## src/rtl/uart_os_rx_pkg.sv

```systemverilog
package uart_os_rx_pkg;

    typedef enum logic [1:0] {
        RX_IDLE  = 2'd0,
        RX_START = 2'd1,
        RX_DATA  = 2'd2,
        RX_STOP  = 2'd3
    } rx_state_e;

endpackage

```

## src/rtl/rx_vote3.sv

```systemverilog
// Majority decision and disagreement flag over three samples.
module rx_vote3 (
    input  logic [2:0] samples,
    output logic       bit_val,
    output logic       disagree
);
    always_comb begin
        bit_val  = (samples[0] & samples[1]) | (samples[0] & samples[2]) |
                   (samples[1] & samples[2]);
        disagree = !((&samples) || !(|samples));
    end
endmodule

```

## src/rtl/rx_fall_det.sv

```systemverilog
// Keeps the last RUN raw samples; flags a 0-sample that follows RUN 1-samples.
module rx_fall_det #(
    parameter int RUN = 3
) (
    input  logic clk,
    input  logic rst_n,
    input  logic tick,
    input  logic line,
    output logic fall
);
    logic [RUN-1:0] hist_d, hist_q;

    always_comb begin
        hist_d = hist_q;
        if (tick) begin
            hist_d = {hist_q[RUN-2:0], line};
        end
    end

    always_ff @(posedge clk or negedge rst_n) begin
        if (!rst_n) begin
            hist_q <= '1;
        end else begin
            hist_q <= hist_d;
        end
    end

    assign fall = tick && (&hist_q) && !line;
endmodule

```

## src/rtl/uart_os_rx.sv

```systemverilog
module uart_os_rx
    import uart_os_rx_pkg::*;
#(
    parameter int DATA_BITS = 8,
    parameter int OSR       = 16,
    parameter int EDGE_RUN  = 3
) (
    input  logic                 clk,
    input  logic                 rst_n,
    input  logic                 smp_tick,
    input  logic                 rx_in,
    input  logic                 resync_off,
    output logic [DATA_BITS-1:0] rx_byte,
    output logic                 rx_valid,
    output logic                 rx_noise,
    output logic                 rx_frame_err
);
    localparam int PW       = $clog2(OSR + 1);
    localparam int IW       = (DATA_BITS > 1) ? $clog2(DATA_BITS) : 1;
    localparam int V_FIRST  = OSR / 2;
    localparam int V_MID    = OSR / 2 + 1;
    localparam int V_LAST   = OSR / 2 + 2;
    localparam int EDGE_MAX = OSR / 2;

    typedef struct packed {
        rx_state_e            st;
        logic [PW-1:0]        phase;
        logic [IW-1:0]        idx;
        logic [1:0]           smp;
        logic [DATA_BITS-1:0] shreg;
        logic                 last_bit;
        logic                 pend;
        logic [PW-1:0]        edge_ph;
        logic                 nacc;
        logic [DATA_BITS-1:0] data;
        logic                 valid;
        logic                 noise;
        logic                 ferr;
    } core_t;

    core_t r_d, r_q;

    logic          fall;
    logic          v_bit, v_noise;
    logic [PW-1:0] ph_nxt;
    logic          at_wrap;

    rx_fall_det #(.RUN(EDGE_RUN)) u_fall (
        .clk  (clk),
        .rst_n(rst_n),
        .tick (smp_tick),
        .line (rx_in),
        .fall (fall)
    );

    rx_vote3 u_vote (
        .samples ({rx_in, r_q.smp[1], r_q.smp[0]}),
        .bit_val (v_bit),
        .disagree(v_noise)
    );

    assign at_wrap = (r_q.phase == PW'(OSR));
    assign ph_nxt  = at_wrap ? PW'(1) : r_q.phase + PW'(1);

    always_comb begin
        r_d       = r_q;
        r_d.valid = 1'b0;
        if (smp_tick) begin
            if (r_q.st == RX_IDLE) begin
                if (fall) begin
                    r_d.st    = RX_START;
                    r_d.phase = PW'(1);
                    r_d.idx   = '0;
                    r_d.pend  = 1'b0;
                    r_d.nacc  = 1'b0;
                end
            end else begin
                r_d.phase = ph_nxt;
                if (at_wrap) begin
                    if (r_q.st == RX_START) begin
                        r_d.st  = RX_DATA;
                        r_d.idx = '0;
                    end else if (r_q.st == RX_DATA) begin
                        if (r_q.idx == IW'(DATA_BITS - 1)) begin
                            r_d.st = RX_STOP;
                        end else begin
                            r_d.idx = r_q.idx + IW'(1);
                        end
                    end
                end
                // late-edge realignment: one bit period after the edge
                if (r_q.pend && ph_nxt == r_q.edge_ph) begin
                    r_d.phase = PW'(1);
                    r_d.pend  = 1'b0;
                end
                if (ph_nxt == PW'(V_FIRST)) r_d.smp[0] = rx_in;
                if (ph_nxt == PW'(V_MID))   r_d.smp[1] = rx_in;
                if (ph_nxt == PW'(V_LAST)) begin
                    r_d.nacc     = r_q.nacc | v_noise;
                    r_d.last_bit = v_bit;
                    case (r_q.st)
                        RX_START: begin
                            if (v_bit) r_d.st = RX_IDLE;
                        end
                        RX_DATA: begin
                            r_d.shreg = {v_bit, r_q.shreg[DATA_BITS-1:1]};
                            if (!(r_q.last_bit && !v_bit)) r_d.pend = 1'b0;
                        end
                        default: begin
                            r_d.st    = RX_IDLE;
                            r_d.valid = 1'b1;
                            r_d.data  = r_q.shreg;
                            r_d.noise = r_q.nacc | v_noise;
                            r_d.ferr  = !v_bit;
                            r_d.pend  = 1'b0;
                        end
                    endcase
                end
                if (r_q.st == RX_DATA && fall && !resync_off && !r_q.pend &&
                    ph_nxt <= PW'(EDGE_MAX)) begin
                    r_d.pend    = 1'b1;
                    r_d.edge_ph = ph_nxt;
                end
            end
        end
    end

    always_ff @(posedge clk or negedge rst_n) begin
        if (!rst_n) begin
            r_q       <= '0;
            r_q.st    <= RX_IDLE;
            r_q.phase <= PW'(1);
        end else begin
            r_q <= r_d;
        end
    end

    assign rx_byte      = r_q.data;
    assign rx_valid     = r_q.valid;
    assign rx_noise     = r_q.noise;
    assign rx_frame_err = r_q.ferr;

    // ---------------- assertions ----------------
    p_phase_range_r1: assert property (@(posedge clk) disable iff (!rst_n)
        (r_q.st != RX_IDLE) |-> (r_q.phase >= PW'(1) && r_q.phase <= PW'(OSR)));

    p_hold_without_tick_r1: assert property (@(posedge clk) disable iff (!rst_n)
        !smp_tick |=> $stable(r_q.phase));

    p_single_strobe_r8: assert property (@(posedge clk) disable iff (!rst_n)
        rx_valid |=> !rx_valid);

    p_err_moves_with_strobe_r7: assert property (@(posedge clk) disable iff (!rst_n)
        (rx_frame_err != $past(rx_frame_err)) |-> rx_valid);

    p_arm_needs_enable_r9: assert property (@(posedge clk) disable iff (!rst_n)
        $rose(r_q.pend) |-> $past(!resync_off));

    p_jump_needs_pending_r10: assert property (@(posedge clk) disable iff (!rst_n)
        (r_q.st != RX_IDLE && $past(r_q.st) != RX_IDLE && $past(smp_tick) &&
         r_q.phase == PW'(1) && $past(r_q.phase) != PW'(OSR)) |-> $past(r_q.pend));

    p_jump_keeps_bit_r10: assert property (@(posedge clk) disable iff (!rst_n)
        (r_q.st == RX_DATA && $past(r_q.st) == RX_DATA && $past(smp_tick) &&
         r_q.phase == PW'(1) && $past(r_q.phase) != PW'(OSR)) |-> (r_q.idx == $past(r_q.idx)));

endmodule

```

## config.mk

```make
export PLATFORM = sky130hd
export DESIGN_NAME = uart_os_rx
export DESIGN_NICKNAME = d
export VERILOG_FILES = /design/src/rtl/uart_os_rx_pkg.sv /design/src/rtl/rx_vote3.sv /design/src/rtl/rx_fall_det.sv /design/src/rtl/uart_os_rx.sv
export SDC_FILE = /design/constraint.sdc
export NUM_CORES = 1
export LEC_CHECK = 0
export BUFFER_PORTS_ARGS = -buffer_cell sky130_fd_sc_hd__buf_2
export CORE_AREA = 2 2 65 67
export DETAILED_ROUTE_END_ITERATION = 16
export DIE_AREA = 0 0 67 69
export PLACE_DENSITY_LB_ADDON = 0.25
export REMOVE_ABC_BUFFERS = 1
export SYNTH_ARGS = -nofsm -noshare
export SYNTH_HDL_FRONTEND = slang
export SYNTH_HIERARCHICAL = 1
export SYNTH_SLANG_ARGS = --single-unit
```

## constraint.sdc

```tcl
create_clock -name clk -period 3.4 [get_ports clk]
set_clock_uncertainty 0.1 [all_clocks]
set_input_delay 0.34 -clock clk [delete_from_list [all_inputs] [get_ports clk]]
set_output_delay 0.34 -clock clk [all_outputs]
set_load 0.02 [all_outputs]
```

==> impl_metrics.json, run 1 <==
{
  "path_max_fanout": 10,
  "period_share_pct": 70.6,
  "first_global_vias": 1466,
  "drive_gt1_share_pct": 25.5,
  "worst_ir_drop_vdd_uv": 337,
  "gr-usage-all-layers_pct": 19.7,
  "cts_resized": 0,
  "slew_violations": 0,
  "die_w_um": 67,
  "postRouteAntennaNets": 0,
  "max-slew-margin-rel_pct": 40.1,
  "diodes": 0,
  "numCtsBuffers": 5,
  "yosysSeqAreaShare_pct": 47.1,
  "rsz0062_at_grt": "false",
  "coreArea_um2": 3910,
  "syn_avg_cell_area_um2": 11.6,
  "dp_worst_setup_slack_ps": 978,
  "insertion_delay_ps": 300,
  "drtIter0Drc": 93,
  "syn_inst": 194,
  "critical_path_class": "reg -> reg",
  "min_path_type": "in -> async",
  "syn_area_um2": 2240,
  "vias": 1472,
  "powerDensity_nw_per_um2": 639,
  "syn_to_final_growth_pct": 7.42,
  "regToRegEndpoint": "rx_byte[1]",
  "dr.pass1.iters": 4,
  "nFillCells": 323,
  "cts_sinks": 42,
  "cp.required_ps": 3500,
  "hpwl_mm": 2.95,
  "yosysTopAreaCellShare_pct": 42.4,
  "leakage_nw": 1.17,
  "cts_hold_buf": 0,
  "setup_ws_ps": 999,
  "cap_violations": 0,
  "p_int_mw": 0.956,
  "fin_util_pct": 61.6,
  "dieArea_um2": 4620,
  "synth_cell_type_count": 47,
  "drc": 0,
  "critPathCapture": "rx_byte[1]",
  "yosys_warnings": 6,
  "cp-start-kind": "register",
  "cts-root-buf": "clkbuf_8",
  "cts_setup_buffers": 0,
  "period_needed_ps": 2400,
  "setup_viol": 0,
  "io_pins": 16,
  "dpl_cell_area_um2": 2320,
  "path_clk_slew_ps": 90,
  "worstMarginPinSlew_ps": 899,
  "wirelength_mm": 3.98,
  "p_clk_share_pct": 21.4,
  "design_area_um2": 2410,
  "h-tree-depth": 2,
  "r2r_cells": 6,
  "grt_pass1_wl_mm": 6.87,
  "die_y_um": 69,
  "numPortBuffers": 15,
  "tns_ps": 0,
  "fmax_ghz": 0.416,
  "yosysTopAreaCell": "dfrtp_1",
  "hold_viol_final": 0,
  "grt_max_degree": 43,
  "switching_share_pct": 38.0,
  "gp_congestion": 0.868,
  "worst-r2r-setup-slack_ps": 1000,
  "cts_tree": "built",
  "yosys.cell_count.top_type": "dfrtp_1",
  "p_comb_share_pct": 35.7,
  "rows": 23,
  "p_sw_mw": 0.585,
  "cp-end-kind": "register",
  "synth_edf_count": 0,
  "synth.cells.most_frequent": "38 x dfrtp_1, 14 x nand2_1, 13 x nor2_1, 11 x o21ai_0",
  "final_nets": 221,
  "cp-startpoint": "r_q[32]",
  "pwr-share-seq_pct": 42.8,
  "wl_per_cell_um": 15.4,
  "antenna_found_initial": 0,
  "initial_core_util_pct": 57.3,
  "ys_top_cells_by_area": "dfrtp_1 42%, mux2_4 5.4%, ha_1 5.0%",
  "grt-ovfl-total": 0,
  "async_flop_share_pct": 100,
  "cts_buffer_depth": 2,
  "synth_flop_cell": "dfrtp_1",
  "outcome": "finished, final reports clean",
  "r2r-start": "r_q[32]",
  "synth-seq-cells": 42,
  "viasPerCell": 5.71,
  "arrival_ps": 2500
}
==> worst max-delay path: stages, from the launching register on <==
cell and delay, ps:
dfstp_2 560, ha_1 270, nand2_2 110, mux2i_4 320, o2111ai_4 290, nor2_8 320
mux2_4 330
==> cell families after synthesis <==
logic type / after synthesis / share of synthesized area [%]
XOR/XNOR: 6 / 3.18
AND/OR/NAND/NOR: 58 / 14.7
buffers and inverters: 17 / 4.24
flip-flops: 42 / 47.1
AO/OA/AOI/OAI: 37 / 11.4
adder cells (fa/ha/maj): 10 / 5.52
multiplexers: 24 / 13.9
==> flip-flops by register name, indices dropped and copies added (netlist names) <==
name / flops
r_q: 28
rx_byte: 8
rx_frame_err: 1
rx_noise: 1
rx_valid: 1
u_fall/hist_q: 3
==> through the flow <==
stage	hold WS, ps	cells	total power, mW
detailed placement	390	250	1.22
global placement	369	250	1.18
CTS	86.4	258	1.55
finish	62.8	258	1.54
floorplan	-55.6	185	1.09
global route	123	258	1.65
==> final cells by class <==
class,count,area [um^2],share of cell area (%)
clock buffers,5,68.8,2.86
clock inverters,3,25.0,1.04
inverters,8,30.0,1.25
multi-input cells,135,1090,45.3
flip-flops and latches,42,1060,43.8
well taps,50,62.6,2.60
repair buffers,15,75.1,3.12
==> how the worst min path moves through the flow <==
stage               slack, ps      end  cells after the start
floorplan                 -60  r_q[11]                      0
global placement          370  r_q[19]                      1
detailed placement        390  r_q[19]                      1
CTS                        90  r_q[20]                      1
global route              120  r_q[20]                      1
finish                     60  r_q[15]                      1
==> power by group through the flow <==
stage          Clock (mW)  Combinational, mW  Sequential (mW)
6_report            0.330              0.551            0.660
5_1_grt             0.366              0.611            0.673
4_1_cts             0.340              0.550            0.659
3_5_place_dp            0              0.549            0.667
3_3_place_gp            0              0.523            0.661
2_1_floorplan           0              0.437            0.651
==> per-layer routing <==
metal	wire length, um	GRT usage, %	share of wire, %
met4	83	9.52	2.1
met3	140	5.38	3.5
met1	1880	26.7	47
met2	1880	29.0	47
met5	0	0	0
==> cells in the final DEF (no fill, tap or decap), types with 3 or more instances in the layout <==
master    instances
clkbuf_8          5
nor2b_1           3
o21ai_1           3
o21ai_0          11
dfstp_2           4
inv_1             8
mux2_1            9
buf_2            15
a22o_1            4
nor3_1            5
mux2_4            8
nor2_1           13
ha_1              9
xnor2_1           3
dfrtp_1          38
mux2_2            6
nand2_1          14
a21oi_1           6
nand3_1           7
No activity file was read; power rests on OpenSTA's default activity.
==> run 2, diff against run 1 <==
--- a/config.mk
+++ b/config.mk
@@ -6,9 +6,9 @@
 export NUM_CORES = 1
 export LEC_CHECK = 0
 export BUFFER_PORTS_ARGS = -buffer_cell sky130_fd_sc_hd__buf_2
-export CORE_AREA = 2 2 65 67
+export CORE_AREA = 2 2 68 70
 export DETAILED_ROUTE_END_ITERATION = 16
-export DIE_AREA = 0 0 67 69
+export DIE_AREA = 0 0 70 72
 export PLACE_DENSITY_LB_ADDON = 0.25
 export REMOVE_ABC_BUFFERS = 1
 export SYNTH_ARGS = -nofsm -noshare
==> constraint.sdc (replaced) <==
create_clock -name clk -period 2.2 [get_ports clk]
set_clock_uncertainty 0.1 [all_clocks]
set_input_delay 0.22 -clock clk [delete_from_list [all_inputs] [get_ports clk]]
set_output_delay 0.22 -clock clk [all_outputs]
set_load 0.02 [all_outputs]
==> impl_metrics.json, run 2 (same netlist as run 1, synthesis figures left out) <==
{
  "outcome": "finished, final reports clean",
  "grt_pass1_wl_mm": 7.60,
  "fin_cells": 292,
  "path_clk_slew_ps": 70,
  "nFillCells": 336,
  "slew_violations": 0,
  "fmax_ghz": 0.455,
  "cp-end-kind": "register",
  "h-tree-depth": 2,
  "dp_worst_setup_slack_ps": -79.3,
  "io_pins": 16,
  "insertion_delay_ps": 300,
  "dieArea_um2": 5040,
  "rows": 24,
  "period_needed_ps": 2200,
  "wl_per_cell_um": 14.6,
  "min_path_type": "in -> reg",
  "dp.cells": 272,
  "leakage_nw": 1.36,
  "antenna_found_initial": 0,
  "grt_max_degree": 26,
  "dr.pass1.iters": 4,
  "initial_core_util_pct": 52.6,
  "top_register": "r_q",
  "vias": 1586,
  "layout_common_cells": "38 x dfrtp_1, 29 x buf_4, 15 x buf_2",
  "gr-usage-all-layers_pct": 19.2,
  "largest_reg_flops": 28,
  "period_share_pct": 99.8,
  "numCtsBuffers": 5,
  "setup_viol": 0,
  "drive_gt1_share_pct": 39.6,
  "cts_buffer_depth": 2,
  "hold_viol_final": 0,
  "gp_congestion": 0.808,
  "worstHoldStart": "rx_in",
  "worst_ir_drop_vdd_uv": 486,
  "total_power_mw": 2.86,
  "wirelength_mm": 4.27,
  "coreArea_um2": 4260,
  "drc": 0,
  "cts-root-buf": "clkbuf_8",
  "syn_to_final_growth_pct": 21.7,
  "drtIter0Drc": 84,
  "cp-startpoint": "r_q[32]",
  "setup_ws_ps": 4.11,
  "diodes": 0,
  "critical_path_class": "reg -> reg",
  "viasPerCell": 5.43,
  "die_y_um": 72,
  "worst-r2r-setup-slack_ps": 4,
  "cap_violations": 0,
  "rsz0062_at_grt": "true",
  "cts_sinks": 42,
  "postRouteAntennaNets": 0,
  "max-slew-margin-rel_pct": 69.9,
  "arrival_ps": 2280,
  "worstMarginPinSlew_ps": 451,
  "cp-start-kind": "register",
  "r2r-start": "r_q[32]",
  "cp.required_ps": 2290,
  "fin_util_pct": 64.0,
  "grt-ovfl-total": 0,
  "powerDensity_nw_per_um2": 1050,
  "numPortBuffers": 15,
  "final_nets": 253,
  "hpwl_mm": 3.12,
  "cts_tree": "built",
  "first_global_vias": 1686,
  "final_common_cell": "dfrtp_1",
  "die_w_um": 70,
  "path_max_fanout": 5
}
==> run 2: changes by cell type in the layout (fill, tap and decap cells not counted), sizes merged <==
cell,previous run,this run
inv,9,8
clkinvlp,1,0
buf,15,46
clkbuf,5,7
dlygate4sd3,0,1
==> run 2: worst max-delay path: stages, from the launching register on <==
cell,delay [ps]
dfstp_2,590
inv_2,70
ha_4,170
and4bb_2,250
nor2_4,100
xor2_1,180
nand3_2,100
o31a_1,300
a22o_1,220
==> run 2: final cells by class <==
type / count / area [um^2] / share of cell area (%)
clock buffers: 7 / 86.3 / 3.16
clock inverters: 1 / 5.00 / 0.183
inverters: 8 / 30.0 / 1.10
multi-input cells: 135 / 1160 / 42.6
flip-flops and latches: 42 / 1060 / 38.7
well taps: 52 / 65.1 / 2.38
repair buffers: 47 / 325 / 11.9
==> run 2: layer usage <==
layer | GRT usage [%] | part of all wire [%] | vias up
li1 | - | - | 770
met1 | 23.6 | 45 | 762
met2 | 32.4 | 49 | 46
met3 | 5.42 | 4.9 | 8
met4 | 7.69 | 1.5 | 0
met5 | 0 | 0 | -
==> run 2: power by group <==
group          switching (mW)  internal, mW  leakage, nW
registers               0.122         0.899        0.561
clock network           0.254         0.253       0.0482
logic                   0.641         0.690        0.749
==> run 2: final timing paths <==
kind                                     to  cells past startpoint
max in group asynchronous  u_fall/hist_q[2]                      3
min reg2reg                      rx_byte[4]                      1
max                                 r_q[33]                      8
min                                 r_q[28]                      2
min in group asynchronous        rx_byte[1]                      2
max reg2reg                         r_q[33]                      8
==> run 2: per-stage QoR <==
step | instance area [um^2] | hold slack (ps) | TNS [ps]
4_1_cts | 2670 | 159 | -98.2
6_report | 2730 | 164 | 0
3_5_place_dp | 2470 | 65.0 | -329
5_1_grt | 2730 | 165 | -483
3_3_place_gp | 2470 | 58.3 | -33.1
2_1_floorplan | 2180 | -176 | 0
==> run 2: repair_timing <==
action,CTS,global route
gates cloned,0,0
setup endpoints to repair,17,31
hold endpoints to repair,17,0
setup buffers,9,2
hold buffers,1,0
resized for setup,8,13
pin swaps,9,11
==> run 3, diff against run 2 <==
--- a/config.mk
+++ b/config.mk
@@ -5,6 +5,7 @@
 export SDC_FILE = /design/constraint.sdc
 export NUM_CORES = 1
 export LEC_CHECK = 0
+export ABC_AREA = 1
 export BUFFER_PORTS_ARGS = -buffer_cell sky130_fd_sc_hd__buf_2
 export CORE_AREA = 2 2 68 70
 export DETAILED_ROUTE_END_ITERATION = 16
==> impl_metrics.json, run 3 <==
{
  "synth_flop_cell": "dfrtp_1",
  "outcome": "finished, final reports clean",
  "path_max_fanout": 5,
  "slew_violations": 0,
  "ys_top_cells_by_area": "dfrtp_1 42%, nand2_1 12%, inv_1 6.1%",
  "critPathTopFamily": "simple AND/OR/NAND/NOR gates",
  "synth-seq-cells": 42,
  "synth_cell_type_count": 31,
  "syn_to_final_growth_pct": 12.5,
  "period_share_pct": 92.8,
  "wl_met1_mm": 2.12,
  "dpl_cell_area_um2": 2370,
  "nFillCells": 386,
  "drive_gt1_share_pct": 20.3,
  "slowest_delay_ps": 580,
  "route.met2.wl_mm": 1.88,
  "hpwl_mm": 3.08,
  "worstMarginPinSlew_ps": 478,
  "initial_core_util_pct": 53.3,
  "cap_violations": 0,
  "wirelength_mm": 4.29,
  "dr.pass1.iters": 4,
  "postRouteAntennaNets": 0,
  "wl_per_cell_um": 12.5,
  "largest_reg_flops": 28,
  "yosys_warnings": 6,
  "yosysTopAreaCell": "dfrtp_1",
  "syn_avg_cell_area_um2": 8.44,
  "wl_met3_um": 220,
  "fmax_ghz": 0.490,
  "numCtsBuffers": 5,
  "worstPathCellList": "buf_4 -> buf_4 -> nand4_1 -> nand2_1 -> a21oi_1 -> nor3_2 -> nand2_1 -> o21ai_0",
  "drc": 0,
  "viasPerCell": 5.05,
  "vias": 1727,
  "h-tree-depth": 2,
  "cp.required_ps": 2310,
  "dp_worst_setup_slack_ps": 80.5,
  "async_flop_share_pct": 100,
  "yosysSeqAreaShare_pct": 46.5,
  "seq_area_um2": 1060,
  "crit_slowest_cell": "dfstp_2",
  "yosys.cell_count.top_type": "nand2_1",
  "syn_area_um2": 2270,
  "arrival_ps": 2150,
  "grt_pass1_wl_mm": 7.28,
  "die_w_um": 70,
  "cts_buffer_depth": 2,
  "hold_depth": 3,
  "grt_max_degree": 22,
  "worst-path-buf-inv": 2,
  "antenna_found_initial": 0,
  "min_path_type": "in -> reg",
  "cp_num_cells": 8,
  "die_y_um": 72,
  "final_common_cell": "nand2_1",
  "fin_util_pct": 59.9,
  "coreArea_um2": 4260,
  "numPortBuffers": 15,
  "setup_ws_ps": 159,
  "io_pins": 16,
  "synth.cells.most_frequent": "70 x nand2_1, 38 x dfrtp_1, 37 x inv_1, 19 x nor2_1, 19 x o21ai_0",
  "dieArea_um2": 5040,
  "r2r_cells": 8,
  "hold_viol_final": 0,
  "final_nets": 303,
  "synth_edf_count": 0,
  "cp-end-kind": "register",
  "cts_tree": "built",
  "cp-start-kind": "register",
  "multi_input_area_um2": 991,
  "gp_congestion": 0.867,
  "syn_inst": 269,
  "yosysTopAreaCellShare_pct": 41.9,
  "max-slew-margin-rel_pct": 68.1,
  "dr.max_layer_used": "met4",
  "cts-root-buf": "clkbuf_8",
  "drtIter0Drc": 85,
  "setup_viol": 0,
  "first_global_vias": 1542,
  "layout_common_cells": "70 x nand2_1, 38 x dfrtp_1, 37 x inv_1",
  "period_needed_ps": 2040,
  "rows": 24,
  "design_area_um2": 2550,
  "cts_sinks": 42,
  "top_register": "r_q",
  "insertion_delay_ps": 300,
  "diodes": 0,
  "grt-ovfl-total": 0,
  "worst_ir_drop_vdd_uv": 732,
  "critical_path_class": "reg -> reg",
  "gr-usage-all-layers_pct": 18.5,
  "path_clk_slew_ps": 80,
  "powerDensity_nw_per_um2": 1090,
  "tns_ps": 0,
  "leakage_nw": 1.30
}
-- run 3: cell types whose count changed in the layout (fill, tap and decap cells not counted), sizes merged, moves of 6 or more --
cell   delta
buf      -22
inv      +29
mux2     -23
nand2    +58
nor2      +6
o21ai    +23
-- run 3: through the flow --
step           hold slack (ps)  total power [mW]  std cells
2_1_floorplan             -176              1.76        257
3_3_place_gp               113              1.98        329
3_5_place_dp               109              2.00        329
4_1_cts                   73.7              2.74        338
5_1_grt                   98.5              2.99        342
6_report                  77.4              2.80        342
-- run 3: power by group --
group	internal [mW]	switching (mW)
clock	0.455	0.279
sequential	0.910	0.138
combinational	0.365	0.649
total	1.73	1.07
-- run 3: timing repair --
action                                 CTS  global route
endpoints found under the hold margin   18             0
setup buffers                            0             4
hold buffers                             1             0
setup endpoints to repair                0            19
gates resized for setup                  0             3
-- run 3: cells by family after synthesis --
kind of cell	synth area share (%)
AO/OA/AOI/OAI	12.5
XOR/XNOR	0.386
adder cells (fa/ha/maj)	4.96
buffers and inverters	10.2
flip-flops	46.5
AND/OR/NAND/NOR	25.5
-- run 3: layer usage --
metal	track usage (%)	vias to the layer above
li1	-	890
met1	26.6	786
met2	27.7	46
met3	4.17	5
met4	7.05	0
met5	0	-
-- run 3: path summary, 6_finish.rpt --
path	endpoint	slack, ps	start
hold / removal	u_fall/hist_q[0]	80	rx_in
max in group asynchronous	r_q[32]	1090	rst_n
setup reg to reg	r_q[12]	160	r_q[32]
min in group asynchronous	rx_valid	300	rst_n
hold reg to reg	u_fall/hist_q[2]	380	u_fall/hist_q[2]
setup / recovery	r_q[12]	160	r_q[32]
-- run 3: cell type report --
class,instances,area share (%)
clock buffer,5,2.69
clock inverter,3,2.69
inverter,37,5.44
multi-input combinational,178,38.8
sequential,42,41.4
tap,52,2.55
timing repair buffer,25,6.47
-- run 3: worst min-delay path, stage by stage --
cell and delay, ps:
buf_2 120, nand2_1 60, o21ai_0 70
